<file path="config.mk">
export PLATFORM = sky130hd
export DESIGN_NAME = i2c_reg_slave
export DESIGN_NICKNAME = d
export VERILOG_FILES = /design/src/rtl/i2c_slv_pkg.sv /design/src/rtl/i2c_line_sync.sv /design/src/rtl/i2c_bus_events.sv /design/src/rtl/i2c_slv_ctrl.sv /design/src/rtl/i2c_reg_slave.sv
export SDC_FILE = /design/constraint.sdc
export NUM_CORES = 1
export LEC_CHECK = 0
export ABC_CLOCK_PERIOD_IN_PS = 2000
export BUFFER_PORTS_ARGS = -buffer_cell sky130_fd_sc_hd__buf_2
export CAP_MARGIN = 20
export CORE_UTILIZATION = 40
export DETAILED_ROUTE_END_ITERATION = 6
export PLACE_DENSITY_LB_ADDON = 0.1
export REMOVE_ABC_BUFFERS = 1
export SLEW_MARGIN = 5
export SYNTH_ARGS = -nofsm -noshare
export SYNTH_HDL_FRONTEND = slang
export SYNTH_SLANG_ARGS = --single-unit
</file>
<file path="constraint.sdc">
create_clock -name clk -period 2 [get_ports clk]
set_clock_uncertainty 0.05 [all_clocks]
set_input_delay 0.3 -clock clk [delete_from_list [all_inputs] [get_ports clk]]
set_output_delay 0.3 -clock clk [all_outputs]
set_load 0.01 [all_outputs]
</file>
<file path="src/rtl/i2c_slv_pkg.sv">
package i2c_slv_pkg;

    localparam int unsigned BYTE_W    = 8;
    localparam int unsigned BIT_CNT_W = $clog2(BYTE_W + 1);

    typedef enum logic [2:0] {
        ST_IDLE,
        ST_DEV,
        ST_SUB,
        ST_WR,
        ST_ACK,
        ST_TX,
        ST_RACK
    } slv_state_e;

endpackage

</file>
<file path="src/rtl/i2c_line_sync.sv">
module i2c_line_sync #(
    parameter int unsigned STAGES = 2
) (
    input  logic clk,
    input  logic rst_n,
    input  logic d,
    output logic q
);
    logic [STAGES-1:0] chain_d, chain_q;

    always_comb begin
        chain_d = {chain_q[STAGES-2:0], d};
    end

    // idle bus level is high
    always_ff @(posedge clk or negedge rst_n) begin
        if (!rst_n) chain_q <= '1;
        else        chain_q <= chain_d;
    end

    assign q = chain_q[STAGES-1];
endmodule

</file>
<file path="src/rtl/i2c_bus_events.sv">
module i2c_bus_events (
    input  logic clk,
    input  logic rst_n,
    input  logic scl_s,
    input  logic sda_s,
    output logic scl_rise,
    output logic scl_fall,
    output logic start_evt,
    output logic stop_evt
);
    typedef struct packed {
        logic scl;
        logic sda;
    } prev_t;

    prev_t p_d, p_q;

    always_comb begin
        p_d.scl = scl_s;
        p_d.sda = sda_s;
    end

    always_ff @(posedge clk or negedge rst_n) begin
        if (!rst_n) p_q <= '{scl: 1'b1, sda: 1'b1};
        else        p_q <= p_d;
    end

    assign scl_rise  = scl_s & ~p_q.scl;
    assign scl_fall  = ~scl_s & p_q.scl;
    assign start_evt = scl_s & p_q.scl & p_q.sda & ~sda_s;
    assign stop_evt  = scl_s & p_q.scl & ~p_q.sda & sda_s;
endmodule

</file>
<file path="src/rtl/i2c_slv_ctrl.sv">
module i2c_slv_ctrl
    import i2c_slv_pkg::*;
#(
    parameter int unsigned ADDR_W      = 8,
    parameter logic [6:0]  DEV_ADDR_LO = 7'h18,
    parameter logic [6:0]  DEV_ADDR_HI = 7'h19
) (
    input  logic              clk,
    input  logic              rst_n,
    input  logic              addr_sel,
    input  logic              sda_s,
    input  logic              scl_rise,
    input  logic              scl_fall,
    input  logic              start_evt,
    input  logic              stop_evt,
    input  logic [BYTE_W-1:0] reg_rdata,
    output logic              sda_oe,
    output logic              reg_wr_en,
    output logic              reg_rd_en,
    output logic [ADDR_W-1:0] reg_addr,
    output logic [BYTE_W-1:0] reg_wdata
);
    localparam logic [BIT_CNT_W-1:0] FULL = BIT_CNT_W'(BYTE_W);
    localparam logic [BIT_CNT_W-1:0] ONE  = BIT_CNT_W'(1);
    localparam logic [ADDR_W-1:0]    INC  = ADDR_W'(1);

    typedef struct packed {
        slv_state_e           st;
        slv_state_e           nxt;
        logic [BIT_CNT_W-1:0] cnt;
        logic [BYTE_W-1:0]    sh;
        logic [ADDR_W-1:0]    ptr;
        logic [ADDR_W-1:0]    addr;
        logic [BYTE_W-1:0]    wdata;
        logic                 oe;
        logic                 wr;
        logic                 rd;
        logic                 mack;
    } ctrl_t;

    ctrl_t d, q;
    logic [6:0] own_addr;

    assign own_addr = addr_sel ? DEV_ADDR_HI : DEV_ADDR_LO;

    always_comb begin
        d    = q;
        d.wr = 1'b0;
        d.rd = 1'b0;
        if (start_evt) begin
            d.st  = ST_DEV;
            d.cnt = '0;
            d.oe  = 1'b0;
        end else if (stop_evt) begin
            d.st = ST_IDLE;
            d.oe = 1'b0;
        end else begin
            case (q.st)
                ST_DEV, ST_SUB, ST_WR: begin
                    if (scl_rise && q.cnt < FULL) begin
                        d.sh  = {q.sh[BYTE_W-2:0], sda_s};
                        d.cnt = q.cnt + ONE;
                    end
                    if (scl_fall && q.cnt == FULL) begin
                        d.st = ST_ACK;
                        d.oe = 1'b1;
                        if (q.st == ST_DEV) begin
                            if (q.sh[BYTE_W-1:1] != own_addr) begin
                                d.st = ST_IDLE;
                                d.oe = 1'b0;
                            end else if (q.sh[0]) begin
                                d.nxt  = ST_TX;
                                d.rd   = 1'b1;
                                d.addr = q.ptr;
                                d.ptr  = q.ptr + INC;
                            end else begin
                                d.nxt = ST_SUB;
                            end
                        end else if (q.st == ST_SUB) begin
                            d.ptr = ADDR_W'(q.sh);
                            d.nxt = ST_WR;
                        end else begin
                            d.wr    = 1'b1;
                            d.addr  = q.ptr;
                            d.wdata = q.sh;
                            d.ptr   = q.ptr + INC;
                            d.nxt   = ST_WR;
                        end
                    end
                end
                ST_ACK: begin
                    if (q.rd) d.sh = reg_rdata;
                    if (scl_fall) begin
                        d.cnt = '0;
                        d.st  = q.nxt;
                        d.oe  = (q.nxt == ST_TX) ? ~q.sh[BYTE_W-1] : 1'b0;
                    end
                end
                ST_TX: begin
                    if (scl_rise) d.cnt = q.cnt + ONE;
                    if (scl_fall) begin
                        if (q.cnt == FULL) begin
                            d.oe   = 1'b0;
                            d.st   = ST_RACK;
                            d.mack = 1'b0;
                        end else begin
                            d.sh = {q.sh[BYTE_W-2:0], 1'b0};
                            d.oe = ~q.sh[BYTE_W-2];
                        end
                    end
                end
                ST_RACK: begin
                    if (q.rd) d.sh = reg_rdata;
                    if (scl_rise) begin
                        if (!sda_s) begin
                            d.mack = 1'b1;
                            d.rd   = 1'b1;
                            d.addr = q.ptr;
                            d.ptr  = q.ptr + INC;
                        end else begin
                            d.st = ST_IDLE;
                        end
                    end
                    if (scl_fall && q.mack) begin
                        d.st   = ST_TX;
                        d.cnt  = '0;
                        d.oe   = ~q.sh[BYTE_W-1];
                        d.mack = 1'b0;
                    end
                end
                default: d.oe = 1'b0;
            endcase
        end
    end

    always_ff @(posedge clk or negedge rst_n) begin
        if (!rst_n) begin
            q       <= '0;
            q.st    <= ST_IDLE;
            q.nxt   <= ST_IDLE;
        end else begin
            q <= d;
        end
    end

    assign sda_oe    = q.oe;
    assign reg_wr_en = q.wr;
    assign reg_rd_en = q.rd;
    assign reg_addr  = q.addr;
    assign reg_wdata = q.wdata;
endmodule

</file>
<file path="src/rtl/i2c_reg_slave.sv">
module i2c_reg_slave #(
    parameter int unsigned ADDR_W      = 8,
    parameter int unsigned SYNC_STAGES = 2,
    parameter logic [6:0]  DEV_ADDR_LO = 7'h18,
    parameter logic [6:0]  DEV_ADDR_HI = 7'h19
) (
    input  logic              clk,
    input  logic              rst_n,
    input  logic              scl_in,
    input  logic              sda_in,
    input  logic              addr_sel,
    output logic              sda_oe,
    output logic              reg_wr_en,
    output logic              reg_rd_en,
    output logic [ADDR_W-1:0] reg_addr,
    output logic [7:0]        reg_wdata,
    input  logic [7:0]        reg_rdata
);
    localparam int unsigned N_LINES = 2;

    logic [N_LINES-1:0] raw_lines, sync_lines;
    logic scl_s, sda_s;
    logic scl_rise, scl_fall, start_evt, stop_evt;

    assign raw_lines = {sda_in, scl_in};

    for (genvar i = 0; i < N_LINES; i++) begin : g_sync
        i2c_line_sync #(.STAGES(SYNC_STAGES)) u_sync (
            .clk   (clk),
            .rst_n (rst_n),
            .d     (raw_lines[i]),
            .q     (sync_lines[i])
        );
    end

    assign scl_s = sync_lines[0];
    assign sda_s = sync_lines[1];

    i2c_bus_events u_evt (
        .clk       (clk),
        .rst_n     (rst_n),
        .scl_s     (scl_s),
        .sda_s     (sda_s),
        .scl_rise  (scl_rise),
        .scl_fall  (scl_fall),
        .start_evt (start_evt),
        .stop_evt  (stop_evt)
    );

    i2c_slv_ctrl #(
        .ADDR_W      (ADDR_W),
        .DEV_ADDR_LO (DEV_ADDR_LO),
        .DEV_ADDR_HI (DEV_ADDR_HI)
    ) u_ctrl (
        .clk       (clk),
        .rst_n     (rst_n),
        .addr_sel  (addr_sel),
        .sda_s     (sda_s),
        .scl_rise  (scl_rise),
        .scl_fall  (scl_fall),
        .start_evt (start_evt),
        .stop_evt  (stop_evt),
        .reg_rdata (reg_rdata),
        .sda_oe    (sda_oe),
        .reg_wr_en (reg_wr_en),
        .reg_rd_en (reg_rd_en),
        .reg_addr  (reg_addr),
        .reg_wdata (reg_wdata)
    );
endmodule

</file>
# --- Word level (Yosys, flattened, before mapping) ---
# Cells that the tools add are included.
totals:
  reg_bits: 52
  output_inout_bits: 19
classes:
  n_addsub: 2
  magnitude_cmp: 1
  n_eq_ne: 34
  muxes: 62
  bitwise_logic: 17
  reduce_logical: 18
op_table:
  columns: ["cell", "count"]
  rows:
  - ["$mux W16", 6]
  - ["$mux W8", 6]
  - ["$pmux W12 S4", 1]
  - ["$mux W3", 15]
  - ["$mux W36", 1]
  - ["$pmux W16 S2", 1]
  - ["$mux W27", 1]
  - ["$ne A3 B2 Y1 const B", 7]
  - ["$ne A4 B3 Y1 const B", 5]
  - ["$mux W1", 19]
  - ["$reduce_and A6 Y1", 3]
  - ["$mux W4", 4]
  - ["$reduce_and A7 Y1", 2]
  - ["$eq A3 B3 Y1 const B", 4]
  - ["$mux W12", 1]
  - ["$pmux W3 S4", 1]
  - ["$ne A2 B1 Y1 const B", 5]
  - ["$not A1 Y1", 10]
  - ["$reduce_and A9 Y1", 1]
  - ["$add A8 B1 Y8 const B", 1]
  - ["$ne A2 B2 Y1 const B", 4]
  - ["$reduce_and A8 Y1", 1]
  - ["$and A1 B1 Y1", 7]
  - ["$ne A7 B7 Y1", 1]
  - ["21 further kinds", 27]

# --- Depth between registers and ports, before layout ---
# Gate-level depths: netlist of the first run.
depth:
  depth_word: 8
  mapped_depth: 7

# --- Hierarchy ---
# Synthesis of the first run repeated with hierarchy kept, for this count alone.
unflattened:
  hier_cells: 306
  area_unflattened_um2: 3006.6
modules_own_cells:
  columns: ["module", "instances", "cells_per_inst", "area_each_um2", "seq_area_each_um2"]
  rows:
  - ["i2c_slv_ctrl", 1, 296, 2816.5, 1151.1]
  - ["i2c_line_sync", 2, 2, 52.6, 52.6]
  - ["i2c_bus_events", 1, 6, 85.1, 52.6]

# --- Worst setup path before layout of the first run ---
# Ideal clock, no wire load.
synth_path:
  path_kind: "reg2reg"
  startpoint: "register g_sync[0].u_sync.chain_q[1]"
  endpoint: "register u_ctrl.q (netlist bit u_ctrl.reg_addr[0])"
  arrival_time_ps: 1817
  setup_slack_ps: 8
  path_stages_with_launch: 7
  path_buffers: 1
  period_less_slack_ps: 1992
  cell_sequence: "dfstp_2 > nor2b_1 > buf_2 > a311oi_1 > a211oi_4 > nand2_4 > mux2_2"
synth_between:
  elab_chain_cells: 5
  elab_cells_between_ends: 14
  cone_classes: "eq/ne: 2; bitwise: 10; reduce/logical: 2"
synth_lines:
  columns: ["item", "line_no", "source"]
  rows:
  - ["from (decl)", "i2c_line_sync.sv:9", "logic [STAGES-1:0] chain_d, chain_q;"]
  - ["from (signal assigned)", "i2c_line_sync.sv:18", "else chain_q <= chain_d;"]
  - ["$not A1 Y1 / $and A1 B1 Y1 (equally long branches)", "i2c_bus_events.sv:29, i2c_bus_events.sv:30, i2c_bus_events.sv:31", null]
  - ["$and A1 B1 Y1, on equally long branches", "i2c_bus_events.sv:29, i2c_bus_events.sv:30, i2c_bus_events.sv:31", null]
  - ["$logic_and A1 B1 Y1, or another cell as far along", "i2c_slv_ctrl.sv:64", "if (scl_fall && q.cnt == FULL) begin"]
  - ["$ne A2 B1 Y1 (no source line) / $not A1 Y1 (equally long branches)", null, null]
  - ["$reduce_and A9 Y1 (no source line) *", null, null]
  - ["to (decl)", "i2c_slv_ctrl.sv:41", "ctrl_t d, q;"]
# Mark *: on every way between the ends. The rest lies on a longest branch, timed or not.
# A chain may end at the register's enable or synchronous reset.

# --- Worst setup path after layout of the first run ---
layout_path:
  startpoint: "register u_evt.p_q[1] in the netlist's numbering"
  endpoint: "register u_ctrl.q[41] in the netlist's numbering"
layout_between:
  elab_chain_cells: 5
  elab_cells_between_ends: 10
  cone_classes: "bitwise: 8; reduce/logical: 2"
layout_lines:
  columns: ["item", "line_no", "source"]
  rows:
  - ["from (decl)", "i2c_bus_events.sv:16", "prev_t p_d, p_q;"]
  - ["from (signal assigned)", "i2c_bus_events.sv:24", "if (!rst_n) p_q <= '{scl: 1'b1, sda: 1'b1};"]
  - ["from (signal assigned)", "i2c_bus_events.sv:25", "else p_q <= p_d;"]
  - ["$and A1 B1 Y1", "i2c_bus_events.sv:30, i2c_bus_events.sv:31", null]
  - ["$and A1 B1 Y1, on equally long branches (2 in a row)", "i2c_bus_events.sv:31, i2c_bus_events.sv:30", null]
  - ["$not A1 Y1 (no source line)", null, null]
  - ["$reduce_and A5 Y1 (no source line) *", null, null]
# Marks and branches as above.

==> results of run 1 <==
-- per-layer routing --
metal	wire [µm]	track usage, %
met5	0	0
met4	102	6.11
met3	273	3.58
met2	3600	33.5
met1	3600	29.9
-- stage by stage --
stage / setup TNS, ps / std cells / util (%) / total power [mW] / hold slack [ps]
2_1_floorplan: -1190 / 266 / - / 1.61 / -45.6
3_3_place_gp: 0 / 442 / 49.2 / 1.95 / 237
3_5_place_dp: -439 / 442 / 49.2 / 1.95 / 241
4_1_cts: 0 / 451 / 51.3 / 2.73 / 16.0
5_1_grt: -444 / 454 / 53.6 / 2.97 / 10.0
6_report: 0 / 454 / 53.6 / 2.80 / 19.6
-- flip-flops by register name, summed over array words and instances, names as in the netlist --
| register | flops |
|---|---|
| u_ctrl.q | 27 |
| u_ctrl.reg_addr | 8 |
| u_ctrl.reg_wdata | 8 |
| g_sync.u_sync.chain_q | 4 |
| u_evt.p_q | 2 |
| u_ctrl.reg_rd_en | 1 |
| u_ctrl.reg_wr_en | 1 |
| u_ctrl.sda_oe | 1 |
-- path summary, 6_finish.rpt --
check | end | slack [ps] | depth (start not counted)
max | u_ctrl.q[41]$_DFFE_PN0P_ | 20 | 6
min | g_sync[1].u_sync.chain_q[0]$_DFF_PN1_ | 20 | 1
max reg2reg | u_ctrl.q[41]$_DFFE_PN0P_ | 20 | 6
min reg2reg | g_sync[1].u_sync.chain_q[1]$_DFF_PN1_ | 310 | 0
max in group asynchronous | g_sync[0].u_sync.chain_q[1]$_DFF_PN1_ | 900 | 3
min in group asynchronous | u_ctrl.reg_addr[2]$_DFFE_PN0P_ | 420 | 2
-- kinds of logic after synthesis --
group | share of synthesized area (%)
AND/OR/NAND/NOR | 17.1
AO/OA/AOI/OAI | 21.4
flip-flops | 44.6
buffers and inverters | 7.16
multiplexers | 7.84
adder cells (fa/ha/maj) | 1.28
XOR/XNOR | 0.597
-- cell usage in the layout, fill, tap and decap left out, drive strengths merged, types with 3 or more instances in the layout --
master / synthesis / routed
nand3: 10 / 10
nand2b: 3 / 3
mux2: 16 / 16
a2bb2oi: 7 / 7
ha: 3 / 3
a31oi: 4 / 4
nor3: 6 / 6
o31ai: 5 / 5
nor2: 18 / 18
clkbuf: 2 / 5
inv: 9 / 10
and3b: 4 / 4
o21ai: 21 / 21
a211oi: 4 / 4
mux2i: 5 / 5
o22ai: 9 / 9
a21oi: 13 / 13
buf: 25 / 82
nor2b: 5 / 5
and2: 3 / 3
and3: 4 / 4
a21o: 3 / 3
nand2: 21 / 22
dfstp: 6 / 6
dfrtp: 46 / 46
nor3b: 5 / 5
-- power by group --
group,total [mW],switching (mW),internal [mW]
clock,0.764,0.384,0.380
sequential,1.25,0.0760,1.17
combinational,0.793,0.387,0.406
total,2.80,0.847,1.96
-- final cells by class --
type	count	area, µm²
fill	653	3220
multi-input combinational	206	1570
sequential	52	1310
timing repair buffer	83	572
tap	96	120
clock buffer	5	68.8
clock inverter	3	46.3
inverter	9	33.8
-- what timing repair did --
action | in CTS | in global routing
endpoints found under the hold margin | 19 | 0
gates cloned | 0 | 1
hold buffers | 1 | 0
pin swaps | 2 | 9
resized for setup | 6 | 28
buffers inserted | 0 | 2
setup endpoints to repair | 17 | 31
==> flow_summary_export.csv, run 1 <==
group,metric,value,unit
min_path,min-delay-start,"sda_in",
setup_path,cp_slowest_cell,"dfstp_2",
logic_synthesis,yosysMostFrequentCell,"dfrtp_1",
clock_tree,clockBufferDepth,2,
clock_tree,cts-root-buf,"clkbuf_8",
routing,vias,2507,
setup_path,cp.arrival,2140,ps
clock_tree,cts.sinks,52,
setup_path,slowest_delay,600,ps
clock_tree,numCtsBuffers,5,
logic_synthesis,yosysSeqAreaShare,44.6,%
sta,timing.final.max_slew_violations,0,
layout,design_area,3720,µm²
clock_tree,path_clk_slew,100,ps
setup_path,worst-setup-path-type,"reg2reg",
logic_synthesis,async_flop_share,100,%
clock_tree,cts_tree,"yes",
routing,firstDrtPassIters,4,
global_route,antenna_found_initial,0,
logic_synthesis,synth_cell_types,62,
floorplanning,pin_count,32,
layout,n_antenna_cell,0,
routing,avgRoutedWirePerCell,16.7,µm
setup_path,critPathMaxFanout,7,
floorplanning,dieArea,7690,µm²
pwr,vdd_drop_max,0.000355,V
sta,slew_headroom,66.7,%
logic_synthesis,syn_area,2940,µm²
routing,drcViolationCount,0,
sta,finalWorstSetupSlack,24.5,ps
min_path,hp-class,"in2reg",
sta,timing.fmax,506,MHz
setup_path,cp_top_family,"flip-flops",
layout,nets,373,
logic_synthesis,ys_ff_latch,52,
routing,drt_iter0_drc,103,
pwr,powerDensity,753,nW/µm²
placed_design,placed_area,3420,µm²
logic_synthesis,synth_ff_type,"dfrtp_1",
global_route,grt_max_degree,24,
routing,antenna_left,0,
routing,vias_per_cell,5.52,
setup_path,required,2160,ps
global_route,grt_pass1_vias,2418,
floorplanning,start_util,42.3,%
flow_run,maxCapViolCount,0,
logic_synthesis,synthTopCellsByArea,"dfrtp_1, mux2_2, dfstp_2",
placed_design,gp_congestion,0.851,
layout,area_growth,26.8,%
global_route,gr-total-overflow,0,
layout,final_layout_size_suffix_gt1_share,41.6,%
setup_path,worstPathCellList,"nor2b_2 -> buf_4 -> nand2_1 -> nor3_1 -> buf_4 -> mux2_2",
sta,finalSetupViolations,0,
sta,finalHoldViolCount,0,
placed_design,place_ws,-62.4,ps
status,status,"completed",
logic_synthesis,synth_top_area_share,39.2,%
sta,worst_slew_pin_slew,499,ps
logic_synthesis,synth_common_cells,"dfrtp_1, o21ai_0, nand2_1",
setup_path,critPathLaunchType,"register",
sta,fin_crit_sh,98.8,%
setup_path,cpMostUsedCell,"buf_4",
pwr,p_leak,1.69,nW
sta,rsz0062_at_grt,"yes",
routing,wl,7.58,mm
placed_design,portBuffers,31,
setup_path,end_kind,"register",
clock_tree,h-tree-depth,2,
setup_path,r2r-start,"u_evt.p_q[1]$_DFF_PN1_",
placed_design,place.detailed.hpwl,5.53,mm
global_route,groute.usage.overall,21.1,%
clock_tree,clkLatencyLatePin,310,ps
floorplanning,chipWidth,87.7,µm
floorplanning,die_y,87.7,µm
logic_synthesis,ys_warn_count,0,
sta,min_period,1980,ps
setup_path,crit_start,"u_evt.p_q[1]$_DFF_PN1_",
floorplanning,row_count,30,
setup_path,path_buf_inv,2,
logic_synthesis,syn_inst,293,
global_route,grt_pass1_wl,12.4,mm
logic_synthesis,synth_area_leader_cell,"dfrtp_1",
logic_synthesis,synth_edf_count,0,
floorplanning,core_area,6940,µm²
logic_synthesis,syn_area_per_cell,10.0,µm²
Note: power is estimated with default switching activity, not from simulation.
==> run 2: changes to the inputs <==
ABC_CLOCK_PERIOD_IN_PS = 1900   (was 2000)
GPL_ROUTABILITY_DRIVEN = 1   (was default)
clock period = 1.9 ns   (was 2 ns; I/O delays follow)
==> run 2 against run 1 <==
Net effect:
- sequential power rose by 5%
- critical endpoint is now u_ctrl.q[45]$_DFFE_PN0P_
- first-iteration DRC count rose by 35%
- sequential share of layout area fell by 2.2 points
- the run now ends with setup timing left
- die area did not move
- utilization rose by 3.6 points
- largest cell class unchanged
==> flow_summary_export.csv, run 2 (synthesized netlist as in run 1, its figures left out) <==
group,metric,value,unit
sta,finalHoldViolCount,0,
layout,utilization,57.2,%
pwr,p_leak,1.79,nW
global_route,gr-usage-met2,33.9,%
sta,finalSetupViolations,12,
sta,timing.hold.ws,11.0,ps
layout,seqCellArea,1310,µm²
clock_tree,path_clk_slew,100,ps
global_route,use_met1,29.0,%
sta,rsz0062_at_grt,"yes",
global_route,grt_pass1_vias,2403,
clock_tree,cts-root-buf,"clkbuf_8",
floorplanning,pin_count,32,
layout,final_layout_size_suffix_gt1_share,47.9,%
global_route,antenna_found_initial,0,
routing,drcViolationCount,0,
routing,vias,2562,
layout,mostFrequentLayoutCells,"buf_4, dfrtp_1, buf_2",
status,violations,"setup timing",
global_route,met3_usage,3.20,%
clock_tree,cts.sinks,52,
sta,slew_headroom,70.7,%
setup_path,slowest_delay,610,ps
sta,min_period,1920,ps
layout,nets,391,
sta,fin_crit_sh,101,%
routing,wl,7.89,mm
global_route,grt_pass1_wl,12.3,mm
setup_path,required,2050,ps
setup_path,critPathLaunchType,"register",
setup_path,worstPathCellList,"buf_6 -> or2b_4 -> nor3_4 -> o21ai_1 -> a21o_1 -> a22o_1",
clock_tree,h-tree-depth,2,
routing,avgRoutedWirePerCell,16.7,µm
setup_path,cp_slowest_cell,"dfstp_2",
sta,finalWorstSetupSlack,-24.9,ps
floorplanning,start_util,42.3,%
placed_design,gp_congestion,0.820,
clock_tree,numCtsBuffers,5,
global_route,top_usage_layer,"met2",
min_path,hp-class,"in2reg",
flow_run,maxCapViolCount,0,
setup_path,critPathMaxFanout,5,
placed_design,portBuffers,31,
clock_tree,clkLatencyLatePin,310,ps
layout,fillCellCount,612,
layout,top_register,"u_ctrl.q",
layout,n_antenna_cell,0,
floorplanning,dieArea,7690,µm²
clock_tree,cts_tree,"yes",
sta,timing.final.max_slew_violations,0,
global_route,gr-total-overflow,0,
routing,antenna_left,0,
floorplanning,chipWidth,87.7,µm
pwr,powerDensity,723,nW/µm²
floorplanning,row_count,30,
setup_path,worst-setup-path-type,"reg2reg",
routing,vias_per_cell,5.43,
floorplanning,die_y,87.7,µm
sta,worst_slew_pin_slew,440,ps
global_route,grt_max_degree,36,
placed_design,place.detailed.hpwl,5.44,mm
routing,firstDrtPassIters,4,
sta,finalSetupTns,-75.8,ps
setup_path,end_kind,"register",
layout,final_common_cell,"buf_4",
global_route,groute.usage.overall,20.9,%
clock_tree,clockBufferDepth,2,
layout,area_growth,35.3,%
floorplanning,core_area,6940,µm²
sta,timing.fmax,520,MHz
routing,drt_iter0_drc,139,
setup_path,cp.arrival,2070,ps
pwr,vdd_drop_max,0.000428,V
layout,largest_register_ffs,27,
status,status,"complete, but fails checks",
layout,multi_input_area,1660,µm²
==> run 2: layer usage <==
| metal | vias up | part of all wire (%) |
|---|---|---|
| met5 | - | 0 |
| met4 | 0 | 1.1 |
| met3 | 6 | 2.1 |
| met2 | 42 | 49 |
| met1 | 1271 | 48 |
| li1 | 1243 | - |
==> run 2: metrics by stage <==
step / cells / instance area [µm²] / worst slack (ps) / total power [mW]
final: 472 / 3970 / -24.9 / 2.87
after global routing: 472 / 3970 / -92.0 / 3.03
after CTS: 464 / 3770 / -9.62 / 2.86
after detailed placement: 451 / 3500 / -194 / 2.10
after global placement: 451 / 3500 / -121 / 2.09
after floorplan: 266 / 2760 / -227 / 1.69
==> run 2: area by class of cell <==
type,count,share of cell area (%)
clock buffer,6,1.83
clock inverter,2,0.409
tap,96,3.02
timing repair buffer,102,19.1
inverter,9,0.850
sequential,52,33.0
multi-input combinational,205,41.8
==> run 2: final timing paths <==
path / from / end / slack (ps) / depth (start not counted)
setup / recovery: u_evt.p_q[1]$_DFF_PN1_ / u_ctrl.q[45]$_DFFE_PN0P_ / -20 / 6
hold / removal: sda_in / g_sync[1].u_sync.chain_q[0]$_DFF_PN1_ / 10 / 1
setup reg to reg: u_evt.p_q[1]$_DFF_PN1_ / u_ctrl.q[45]$_DFFE_PN0P_ / -20 / 6
hold reg to reg: g_sync[1].u_sync.chain_q[0]$_DFF_PN1_ / g_sync[1].u_sync.chain_q[1]$_DFF_PN1_ / 310 / 0
max in group asynchronous: rst_n / g_sync[0].u_sync.chain_q[1]$_DFF_PN1_ / 800 / 3
min in group asynchronous: rst_n / u_ctrl.reg_addr[3]$_DFFE_PN0P_ / 390 / 2
==> run 2: repair_timing <==
item / 4_1_cts / 5_1_grt
gates resized for setup: 30 / 40
cloned: 0 / 2
setup endpoints to repair: 36 / 40
buffers inserted: 4 / 6
pin swaps: 6 / 11
hold buffers: 1 / 1
hold endpoints to repair: 13 / 1
==> run 2: critical path, delay by kind of cell (launching register included) <==
family                 cells  cell delay [ps]
AOI/OAI and AO/OA          3              570
buffers and inverters      1              120
DFF                        1              610
and+or+nand+nor            2              450
==> run 2: where the power goes <==
part | internal [mW] | switching (mW)
clock | 0.263 | 0.391
combinational | 0.472 | 0.434
sequential | 1.23 | 0.0818
total | 1.97 | 0.907
